[src/rtl/sram_link_pkg.sv]
package sram_link_pkg;

  typedef enum logic [2:0] {
    ST_IDLE,
    ST_READ,
    ST_TURN,
    ST_WRITE,
    ST_PARK,
    ST_WAKE
  } link_state_t;

  // nanoseconds to whole clocks, rounded up, never below one
  function automatic int ns2cyc(input int ns, input int per);
    int c;
    c = (ns + per - 1) / per;
    return (c < 1) ? 1 : c;
  endfunction

  function automatic int imax(input int a, input int b);
    return (a > b) ? a : b;
  endfunction

endpackage

[src/rtl/sram_link_timer.sv]
module sram_link_timer #(
  parameter int CNT_W = 8
) (
  input  logic             clk,
  input  logic             rst,
  input  logic             load,
  input  logic [CNT_W-1:0] load_val,
  output logic             zero
);

  logic [CNT_W-1:0] cnt_q;

  always_ff @(posedge clk) begin
    if (rst) begin
      cnt_q <= '0;
    end else if (load) begin
      cnt_q <= load_val;
    end else if (cnt_q != '0) begin
      cnt_q <= cnt_q - 1'b1;
    end
  end

  assign zero = (cnt_q == '0);

endmodule

[src/rtl/sram_link_fsm.sv]
module sram_link_fsm
  import sram_link_pkg::*;
#(
  parameter int CNT_W    = 8,
  parameter int RD_CYC   = 6,
  parameter int TA_CYC   = 2,
  parameter int WP_CYC   = 4,
  parameter int WAKE_CYC = 50
) (
  input  logic             clk,
  input  logic             rst,
  input  logic             req,
  input  logic             wr,
  input  logic             retain,
  input  logic             tmr_zero,
  output logic             tmr_load,
  output logic [CNT_W-1:0] tmr_val,
  output logic             accept,
  output logic             launch,
  output logic             finish_wr,
  output logic             capture,
  output logic             sel_n,
  output logic             sel,
  output logic             oe_n,
  output logic             we_n,
  output logic             done,
  output logic             ready
);

  link_state_t st_q;

  always_comb begin
    tmr_load  = 1'b0;
    tmr_val   = '0;
    accept    = 1'b0;
    launch    = 1'b0;
    finish_wr = 1'b0;
    capture   = 1'b0;
    unique case (st_q)
      ST_IDLE: begin
        if (!retain && req) begin
          accept   = 1'b1;
          tmr_load = 1'b1;
          tmr_val  = wr ? CNT_W'(TA_CYC - 1) : CNT_W'(RD_CYC - 1);
        end
      end
      ST_READ:  capture = tmr_zero;
      ST_TURN: begin
        if (tmr_zero) begin
          launch   = 1'b1;
          tmr_load = 1'b1;
          tmr_val  = CNT_W'(WP_CYC - 1);
        end
      end
      ST_WRITE: finish_wr = tmr_zero;
      ST_PARK: begin
        if (!retain) begin
          tmr_load = 1'b1;
          tmr_val  = CNT_W'(WAKE_CYC - 1);
        end
      end
      default: ;
    endcase
  end

  always_ff @(posedge clk) begin
    if (rst) begin
      st_q  <= ST_IDLE;
      sel_n <= 1'b1;
      sel   <= 1'b0;
      oe_n  <= 1'b1;
      we_n  <= 1'b1;
      done  <= 1'b0;
    end else begin
      done <= 1'b0;
      unique case (st_q)
        ST_IDLE: begin
          if (retain) begin
            st_q <= ST_PARK;
          end else if (req) begin
            sel_n <= 1'b0;
            sel   <= 1'b1;
            if (wr) begin
              st_q <= ST_TURN;
            end else begin
              st_q <= ST_READ;
              oe_n <= 1'b0;
            end
          end
        end
        ST_READ: begin
          if (tmr_zero) begin
            oe_n  <= 1'b1;
            sel_n <= 1'b1;
            sel   <= 1'b0;
            done  <= 1'b1;
            st_q  <= ST_IDLE;
          end
        end
        ST_TURN: begin
          if (tmr_zero) begin
            we_n <= 1'b0;
            st_q <= ST_WRITE;
          end
        end
        ST_WRITE: begin
          if (tmr_zero) begin
            we_n  <= 1'b1;
            sel_n <= 1'b1;
            sel   <= 1'b0;
            done  <= 1'b1;
            st_q  <= ST_IDLE;
          end
        end
        ST_PARK: begin
          if (!retain) st_q <= ST_WAKE;
        end
        ST_WAKE: begin
          if (retain)        st_q <= ST_PARK;
          else if (tmr_zero) st_q <= ST_IDLE;
        end
        default: st_q <= ST_IDLE;
      endcase
    end
  end

  assign ready = (st_q == ST_IDLE);


  park_pins_chk: assert property (@(posedge clk) disable iff (rst)
    (st_q == ST_PARK) |-> (sel_n && !sel && oe_n && we_n));


  wake_quiet_chk: assert property (@(posedge clk) disable iff (rst)
    (st_q == ST_WAKE) |-> (sel_n && !sel && oe_n && we_n));


  busy_no_accept_chk: assert property (@(posedge clk) disable iff (rst)
    (st_q != ST_IDLE) |-> !accept);

endmodule

[src/rtl/sram_link_dq.sv]
module sram_link_dq #(
  parameter int ADDR_W = 18,
  parameter int DATA_W = 8
) (
  input  logic              clk,
  input  logic              rst,
  input  logic              accept,
  input  logic              launch,
  input  logic              finish_wr,
  input  logic              capture,
  input  logic [ADDR_W-1:0] addr_in,
  input  logic [DATA_W-1:0] wdata_in,
  input  logic [DATA_W-1:0] dq_in,
  output logic [ADDR_W-1:0] mem_addr,
  output logic [DATA_W-1:0] dq_out,
  output logic              dq_oe,
  output logic [DATA_W-1:0] rdata
);

  always_ff @(posedge clk) begin
    if (rst) begin
      mem_addr <= '0;
      dq_out   <= '0;
      dq_oe    <= 1'b0;
      rdata    <= '0;
    end else begin
      if (accept) begin
        mem_addr <= addr_in;
        dq_out   <= wdata_in;
      end
      if (launch)    dq_oe <= 1'b1;
      if (finish_wr) dq_oe <= 1'b0;
      if (capture)   rdata <= dq_in;
    end
  end


  drive_stable_chk: assert property (@(posedge clk) disable iff (rst)
    (dq_oe && $past(dq_oe)) |-> ($stable(dq_out) && $stable(mem_addr)));

endmodule

[src/rtl/sram_link_ctrl.sv]
module sram_link_ctrl
  import sram_link_pkg::*;
#(
  parameter int ADDR_W    = 18,
  parameter int DATA_W    = 8,
  parameter int CLK_NS    = 20,
  parameter int SPEED_BIN = 0,
  parameter int WAKE_NS   = 5000000
) (
  input  logic              clk,
  input  logic              rst,
  input  logic              req,
  input  logic              wr,
  input  logic [ADDR_W-1:0] addr,
  input  logic [DATA_W-1:0] wdata,
  input  logic              retain,
  output logic [DATA_W-1:0] rdata,
  output logic              done,
  output logic              ready,
  output logic [ADDR_W-1:0] mem_addr,
  output logic              mem_sel_n,
  output logic              mem_sel,
  output logic              mem_oe_n,
  output logic              mem_we_n,
  output logic [DATA_W-1:0] mem_dq_out,
  output logic              mem_dq_oe,
  input  logic [DATA_W-1:0] mem_dq_in
);

  // per-bin memory limits in ns
  localparam int T_CYC = (SPEED_BIN == 0) ? 120 : 150;
  localparam int T_OE  = (SPEED_BIN == 0) ? 60  : 75;
  localparam int T_OHZ = (SPEED_BIN == 0) ? 35  : 40;
  localparam int T_WHZ = (SPEED_BIN == 0) ? 30  : 40;
  localparam int T_WP  = (SPEED_BIN == 0) ? 80  : 100;
  localparam int T_DW  = (SPEED_BIN == 0) ? 50  : 60;
  localparam int T_AW  = (SPEED_BIN == 0) ? 100 : 120;

  localparam int RD_CYC   = ns2cyc(imax(T_CYC, T_OE), CLK_NS);
  localparam int TA_CYC   = ns2cyc(imax(T_OHZ, T_WHZ), CLK_NS);
  localparam int WP_CYC   = imax(imax(ns2cyc(T_WP, CLK_NS), ns2cyc(T_DW, CLK_NS)),
                                 imax(ns2cyc(imax(T_AW, T_CYC), CLK_NS) - TA_CYC, 1));
  localparam int WAKE_CYC = ns2cyc(WAKE_NS, CLK_NS);
  localparam int CNT_W    = $clog2(imax(imax(RD_CYC, WP_CYC), imax(TA_CYC, WAKE_CYC)) + 1);

  logic             tmr_load, tmr_zero;
  logic [CNT_W-1:0] tmr_val;
  logic             accept, launch, finish_wr, capture;

  sram_link_timer #(.CNT_W(CNT_W)) u_timer (
    .clk      (clk),
    .rst      (rst),
    .load     (tmr_load),
    .load_val (tmr_val),
    .zero     (tmr_zero)
  );

  sram_link_fsm #(
    .CNT_W    (CNT_W),
    .RD_CYC   (RD_CYC),
    .TA_CYC   (TA_CYC),
    .WP_CYC   (WP_CYC),
    .WAKE_CYC (WAKE_CYC)
  ) u_fsm (
    .clk       (clk),
    .rst       (rst),
    .req       (req),
    .wr        (wr),
    .retain    (retain),
    .tmr_zero  (tmr_zero),
    .tmr_load  (tmr_load),
    .tmr_val   (tmr_val),
    .accept    (accept),
    .launch    (launch),
    .finish_wr (finish_wr),
    .capture   (capture),
    .sel_n     (mem_sel_n),
    .sel       (mem_sel),
    .oe_n      (mem_oe_n),
    .we_n      (mem_we_n),
    .done      (done),
    .ready     (ready)
  );

  sram_link_dq #(.ADDR_W(ADDR_W), .DATA_W(DATA_W)) u_dq (
    .clk       (clk),
    .rst       (rst),
    .accept    (accept),
    .launch    (launch),
    .finish_wr (finish_wr),
    .capture   (capture),
    .addr_in   (addr),
    .wdata_in  (wdata),
    .dq_in     (mem_dq_in),
    .mem_addr  (mem_addr),
    .dq_out    (mem_dq_out),
    .dq_oe     (mem_dq_oe),
    .rdata     (rdata)
  );

  // length of the current write-enable low run, for the pulse check
  logic [CNT_W-1:0] we_low_q;
  always_ff @(posedge clk) begin
    if (rst)            we_low_q <= '0;
    else if (!mem_we_n) we_low_q <= we_low_q + 1'b1;
    else                we_low_q <= '0;
  end


  oe_we_excl_chk: assert property (@(posedge clk) disable iff (rst)
    !(!mem_oe_n && !mem_we_n));


  drive_window_chk: assert property (@(posedge clk) disable iff (rst)
    mem_dq_oe |-> (!mem_we_n && mem_oe_n && !mem_sel_n && mem_sel));


  turn_before_drive_chk: assert property (@(posedge clk) disable iff (rst)
    $rose(mem_dq_oe) |-> ($past(mem_oe_n) && $past(mem_we_n) && !$past(mem_sel_n)));


  wp_len_chk: assert property (@(posedge clk) disable iff (rst)
    $rose(mem_we_n) |-> (we_low_q == CNT_W'(WP_CYC)));


  done_pulse_chk: assert property (@(posedge clk) disable iff (rst)
    done |=> !done);

endmodule

[config.mk]
export PLATFORM = sky130hd
export DESIGN_NAME = sram_link_ctrl
export DESIGN_NICKNAME = d
export VERILOG_FILES = /design/src/rtl/sram_link_pkg.sv /design/src/rtl/sram_link_timer.sv /design/src/rtl/sram_link_fsm.sv /design/src/rtl/sram_link_dq.sv /design/src/rtl/sram_link_ctrl.sv
export SDC_FILE = /design/constraint.sdc
export NUM_CORES = 1
export LEC_CHECK = 0
export BUFFER_PORTS_ARGS = -buffer_cell sky130_fd_sc_hd__buf_2
export CELL_PAD_IN_SITES_DETAIL_PLACEMENT = 1
export CELL_PAD_IN_SITES_GLOBAL_PLACEMENT = 2
export CORE_ASPECT_RATIO = 1.2
export CORE_MARGIN = 2
export CORE_UTILIZATION = 26
export DETAILED_ROUTE_END_ITERATION = 8
export GPL_TIMING_DRIVEN = 1
export PLACE_DENSITY = 0.77
export SLEW_MARGIN = 0
export SYNTH_ARGS = -nofsm -noshare
export SYNTH_HDL_FRONTEND = slang
export SYNTH_SLANG_ARGS = --single-unit
[constraint.sdc]
create_clock -name clk -period 1.8 [get_ports clk]
set_clock_uncertainty 0.1 [all_clocks]
set_input_delay 0 -clock clk [delete_from_list [all_inputs] [get_ports clk]]
set_output_delay 0 -clock clk [all_outputs]
set_load 0.05 [all_outputs]
==> impl_results.md, run 1 <==
- Status: finished, violations left
- Violated checks: setup timing
- Post-layout nets: 508
- First-pass GRT wire length: 14400 um
- Clock Path Buffers: 2
- Initial Util: 0.270
- Syn_nets: 352
- Vias in the first global route: 2931
- Reg clk slew, reported paths: 0.05 ns
- # DRC: 0
- Initial DRT Pass Iterations: 4
- Minimum clock period: 1.84 ns
- Fill cell count: 1107
- Post-DP HPWL: 5970 um
- Routability cong.: 0.852
- CORE AREA: 9610 um^2
- Buffers added on ports: 79
- Yosys Warn Count: 0
- Proportion of layout cells with a drive suffix above 1: 0.415
- Final setup violation count: 6
- Fmax: 543 MHz
- Register Area: 1240 um^2
- Post-synthesis cell count: 312
- Number of synthesized flops with an enable pin: 0
- Final instance area: 4440 um^2
- Placed inst area: 3450 um^2
- Vias: 2818
- RSZ-0062 raised after global routing: true
- WL final: 9220 um
- Post-synth ARST share: 0
- Startpoint type of the worst setup path: register
- Top Ports: 80
- Die X: 95.2 um
- Crit path kind: register to register
- Synth Flop Type: dfxtp_1
- Distinct cells, synth: 48
- Sink Count: 61
- Final setup margin: -0.0413 ns
- Syn_area_per_cell: 8.31 um^2
- Peak VDD IR: 0.000768 V
- Root Driver: clkbuf_16
- Multi-input logic area: 1560 um^2
- Worst hold path class: input port to register
- Final period utilization: 1.02
- Power density over cell area: 1740 nW/um^2
- Leakage power: 1.93 nW
- Seq/Total Area, Yosys: 0.471
- Layout area overhead: 71.3%
- Die area: 10800 um^2
- Worst Tran Pin Value: 0.483 ns
- CTS tree: done
- Initial antenna violation count: 0
- Worst-path fanout max: 6
- Cell count after placement: 537
- GRT Util Overall: 0.171
- ANT nets after route: 0
- Clock Latency Late Sink: 0.32 ns
- Wire per inst: 15.5 um
- CTS H-tree depth: 3
- Worst Path Required: 1.91 ns
- # diodes: 0
- Largest net degree at the start of global routing: 28
- Endpoints failing hold: 0
- Num CTS Buffers: 9
- Final Max Slew Viols: 0
- Grt ovf: 0
- Crit path arrival time: 1.95 ns
- Hold_ws: 0.0198 ns
- #FFs+latches synth: 61
- Finished Layout Cells: 595
- Setup slack, reg-to-reg: -0.04 ns
- Cell Rows: 39
- Post-DR vias/cell: 4.74
- Iteration-0 DRC count of the detailed router: 69
- Cell Area, Synth: 2590 um^2
- Critical path endpoint category: register
- Chip Height: 113 um
- Max Cap Violations: 0
- Layout Utilization: 0.462
- Max_slew headroom: 0.674
[sequential cells by signal, indices dropped and copies added, names as in the netlist, 3 cells and up]
| signal | flops |
|---|---|
| u_dq.dq_out | 8 |
| u_dq.mem_addr | 18 |
| u_dq.rdata | 8 |
| u_fsm.st_q | 3 |
| u_timer.cnt_q | 18 |
[metrics by stage]
| stage | setup TNS, ns | total power (W) | worst slack [ns] |
|---|---|---|---|
| 2_1_floorplan | -0.138 | 0.00378 | -0.0540 |
| 3_3_place_gp | -0.946 | 0.00490 | -0.103 |
| 3_5_place_dp | -2.03 | 0.00498 | -0.245 |
| 4_1_cts | -0.0183 | 0.00690 | -0.0160 |
| 5_1_grt | -1.77 | 0.00816 | -0.127 |
| 6_report | -0.133 | 0.00772 | -0.0413 |
[synthesized netlist by cell type, types with 3 or more instances]
| master | count | share of area |
|---|---|---|
| clkbuf_1 | 12 | 0.017 |
| dfxtp_1 | 61 | 0.47 |
| inv_1 | 3 | 0.0043 |
| nand4_1 | 3 | 0.0072 |
| o21ai_0 | 9 | 0.017 |
| nor2_1 | 28 | 0.041 |
| buf_2 | 3 | 0.0058 |
| nand2_1 | 67 | 0.097 |
| xnor2_1 | 11 | 0.037 |
| buf_1 | 3 | 0.0043 |
| a211oi_1 | 5 | 0.014 |
| a31oi_1 | 4 | 0.0097 |
| nand3_1 | 6 | 0.012 |
| mux2i_1 | 9 | 0.035 |
| a21oi_1 | 40 | 0.077 |
| nor3_1 | 5 | 0.0097 |
[report_power, final]
group	total (W)	leakage (nW)	switching, W	internal, W
sequential	0.00184	0.501	0.000220	0.00162
combinational	0.00428	1.29	0.00222	0.00206
clock	0.00160	0.139	0.000566	0.00103
total	0.00772	1.93	0.00301	0.00471
[cell families (layout without fill, tap and decap cells)]
family / after synthesis / count (layout) / synth area share
buf+inv: 23 / 182 / 0.0405
mux: 9 / 9 / 0.0348
simple gates: 131 / 132 / 0.235
fa+ha+maj: 1 / 1 / 0.00483
xor+xnor: 11 / 11 / 0.0372
flops: 61 / 61 / 0.471
compound gates: 76 / 76 / 0.177
[path summary, 6_finish.rpt]
| check | start | end | cells after the start |
|---|---|---|---|
| min reg2reg | u_dq.dq_out[1]$_SDFFE_PP0P_ | u_dq.dq_out[1]$_SDFFE_PP0P_ | 2 |
| max reg2reg | u_timer.cnt_q[13]$_SDFFE_PP0P_ | u_timer.cnt_q[2]$_SDFFE_PP0P_ | 7 |
| min | retain | u_fsm.st_q[2]$_SDFFE_PP0P_ | 3 |
| max | u_timer.cnt_q[13]$_SDFFE_PP0P_ | u_timer.cnt_q[2]$_SDFFE_PP0P_ | 7 |
[layout by cell type (no fill, tap or decap), drive strengths merged, types with 2 or more instances in the layout]
master / count
mux2i: 9
o21a: 2
nor4: 3
a31oi: 4
nand2: 70
a211oi: 5
dlygate4sd3: 36
dfxtp: 61
o21ba: 2
buf: 127
nor3: 5
nor2: 28
a21oi: 40
or2: 2
o21ai: 10
clkbuf: 15
nand2b: 2
a2111oi: 2
and2: 2
a311oi: 2
xnor2: 11
and4b: 2
nand4: 3
nor2b: 2
inv: 3
nand3: 6
[layer usage]
layer	GRT usage	vias up	wire length (um)	part of all wire
met1	0.194	1361	3610	0.39
met2	0.308	51	5190	0.56
met5	0	-	0	0
met4	0.0734	0	181	0.020
li1	-	1390	-	-
met3	0.0324	16	243	0.026
[repair_timing]
item / in CTS / in global routing
hold endpoints to repair: 39 / 0
pin swaps: 5 / 21
resized for setup: 18 / 48
setup buffers: 1 / 4
setup endpoints to repair: 31 / 48
cloned: 0 / 2
hold buffers: 36 / 0
[critical path, cell delays in order, from the launching register on]
cell and delay (ns):
dfxtp_2 0.33, nor4_4 0.31, and4b_2 0.35, buf_12 0.15
a31oi_4 0.13, buf_4 0.18, nor2_2 0.12, a211oi_2 0.06
[cell type report]
type	instances	share of cell area
Clock inverter	1	0.00113
Inverter	3	0.00254
Clock buffer	14	0.0617
Timing Repair Buffer	164	0.270
Multi-Input combinational cell	229	0.352
Sequential cell	61	0.278
Tap cell	123	0.0347
(Power assumes the default switching activity.)
==> inputs of run 2 (changes only) <==
- CAP_MARGIN: not set -> 20
- SETUP_SLACK_MARGIN: not set -> 0.15
==> run 2 against run 1 <==
  * The flow still finishes with violations (setup timing)
  * Utilization grew 0.40 points
  * Clock power grew 17%
  * Wire length grew 0.80%
  * Count of clock-buffer cells in the layout decreased by 4
==> impl_results.md, run 2 (synthesis results as in run 1) <==
- Vias in the first global route: 3077 (+5.0%)
- Minimum clock period: 1.83 ns (-0.0141 ns)
- Top Ports: 80 (unchanged)
- Worst Path Required: 1.92 ns (about the same)
- Cell Rows: 39 (unchanged)
- Worst-path fanout max: 7 (+1)
- # diodes: 0 (unchanged)
- Endpoints failing hold: 0 (unchanged)
- CTS H-tree depth: 3 (unchanged)
- Wire per inst: 15.6 um (+0.97%)
- Largest net degree at the start of global routing: 37 (+32%)
- Largest regs: u_dq.mem_addr: 18 flops, u_timer.cnt_q: 18 flops
- WL final: 9290 um (+0.80%)
- Initial antenna violation count: 0 (unchanged)
- Post-DR vias/cell: 4.75 (+0.38%)
- Routability cong.: 0.803 (-5.8%)
- Final setup violation count: 8 (+2)
- Worst hold path class: input port to register
- Power density over cell area: 1740 nW/um^2 (about the same)
- Die area: 10800 um^2 (unchanged)
- GRT Util Overall: 0.182 (+0.0103)
- Initial Util: 0.270 (unchanged)
- Buffers added on ports: 79 (unchanged)
- Most frequent cells in the layout: 79 x buf_2, 62 x nand2_1, 52 x dfxtp_1
- Reg clk slew, reported paths: 0.06 ns (about the same)
- Layout area overhead: 72.8%
- Fill cell count: 1093 (-1.3%)
- Post-layout nets: 506 (-0.39%)
- Root Driver: clkbuf_16
- Worst Tran Pin Value: 0.531 ns (+0.0478 ns)
- Peak VDD IR: 0.000738 V (-3.9%)
- Clock Latency Late Sink: 0.33 ns (about the same)
- Layout Utilization: 0.466 (+0.00404)
- Violated checks: setup timing
- Chip Height: 113 um (unchanged)
- First-pass GRT wire length: 15200 um (+6.1%)
- Met1 Use GR: 0.202 (+0.00801)
- Startpoint type of the worst setup path: register
- RSZ-0062 raised after global routing: true
- Proportion of layout cells with a drive suffix above 1: 0.431 (+0.0157)
- Fmax: 547 MHz (+0.77%)
- Max_slew headroom: 0.642 (-0.0323)
- Crit path arrival time: 1.94 ns (about the same)
- Routing usage on met3: 0.0449 (+0.0125)
- Max Cap Violations: 0 (unchanged)
- Clock Path Buffers: 2 (unchanged)
- Grt ovf: 0 (unchanged)
- Post-DP HPWL: 5780 um (-3.2%)
- Die X: 95.2 um (unchanged)
- Final Max Slew Viols: 0 (unchanged)
- CORE AREA: 9610 um^2 (unchanged)
- Iteration-0 DRC count of the detailed router: 85 (+23%)
- Vias: 2824 (+0.21%)
- Most used routing layer: met2
- CTS tree: done
- Critical path endpoint category: register
- Status: finished, violations left
- Num CTS Buffers: 9 (unchanged)
- ANT nets after route: 0 (unchanged)
- Sink Count: 61 (unchanged)
- Setup WS pre-CTS: -0.146 ns (+0.0991 ns)
- Met2 Track Usage GR: 0.333 (+0.0244)
- # DRC: 0 (unchanged)
- Final period utilization: 1.02 (-0.00781)
- Final setup margin: -0.0273 ns (+0.0141 ns)
- Leakage power: 1.95 nW (+1.1%)
- Crit path kind: register to register
- Commonest non-fill, non-tap cell in the layout: buf_2
- Initial DRT Pass Iterations: 4 (unchanged)
run 2: repair_timing:
action / in CTS / in global routing
gates cloned: 1 / 0
setup buffers: 7 / 2
gates resized for setup: 47 / 15
endpoints found under the setup margin: 59 / 61
pin swaps: 18 / 7
endpoints found under the hold margin: 40 / 0
hold buffers: 37 / 0
run 2: layout make-up:
type                       instances  area, um^2  area share
clock buffer                      10         239      0.0534
inverter                           3        11.3     0.00251
tap                              123         154      0.0344
sequential                        61        1230       0.276
timing repair buffer             163        1220       0.272
multi-input combinational        228        1540       0.343
clock inverter                     6        86.3      0.0193
run 2: stage by stage:
step	TNS [ns]	instances	hold slack, ns	total power, W	cell area, um^2
after floorplan	-0.131	312	0.0360	0.00384	2680
after global placement	-0.391	531	0.129	0.00480	3450
after detailed placement	-0.988	531	0.139	0.00488	3450
after CTS	-0.131	592	0.0977	0.00758	4390
after global routing	-3.00	594	0.157	0.00822	4480
final	-0.125	594	0.104	0.00779	4480
run 2: path summary, 6_finish.rpt:
path	startpoint	slack (ns)	endpoint	depth (start not counted)
worst max-delay path	u_timer.cnt_q[13]$_SDFFE_PP0P_	-0.03	u_timer.cnt_q[10]$_SDFFE_PP0P_	8
worst min register to register	u_dq.dq_out[6]$_SDFFE_PP0P_	0.35	u_dq.dq_out[6]$_SDFFE_PP0P_	2
worst max register to register	u_timer.cnt_q[13]$_SDFFE_PP0P_	-0.03	u_timer.cnt_q[10]$_SDFFE_PP0P_	8
worst min-delay path	req	0.10	u_fsm.st_q[0]$_SDFFE_PP0P_	5
run 2: critical path, stage by stage, from the launching register on:
cell and delay (ns):
dfxtp_2 0.32, nor4_2 0.25, buf_4 0.15, and4b_2 0.27, buf_12 0.15, a31oi_4 0.16, nand2_2 0.13, buf_6 0.14
nor2_1 0.05
run 2: layer usage:
layer / up-vias / routed length, um
li1: 1382 / -
met1: 1384 / 3760
met2: 48 / 5120
met3: 10 / 276
met4: 0 / 131
met5: - / 0
run 2: where the power goes:
group	switching, W	internal, W
combinational	0.00212	0.00196
clock	0.000629	0.00125
sequential	0.000212	0.00162
total	0.00296	0.00483
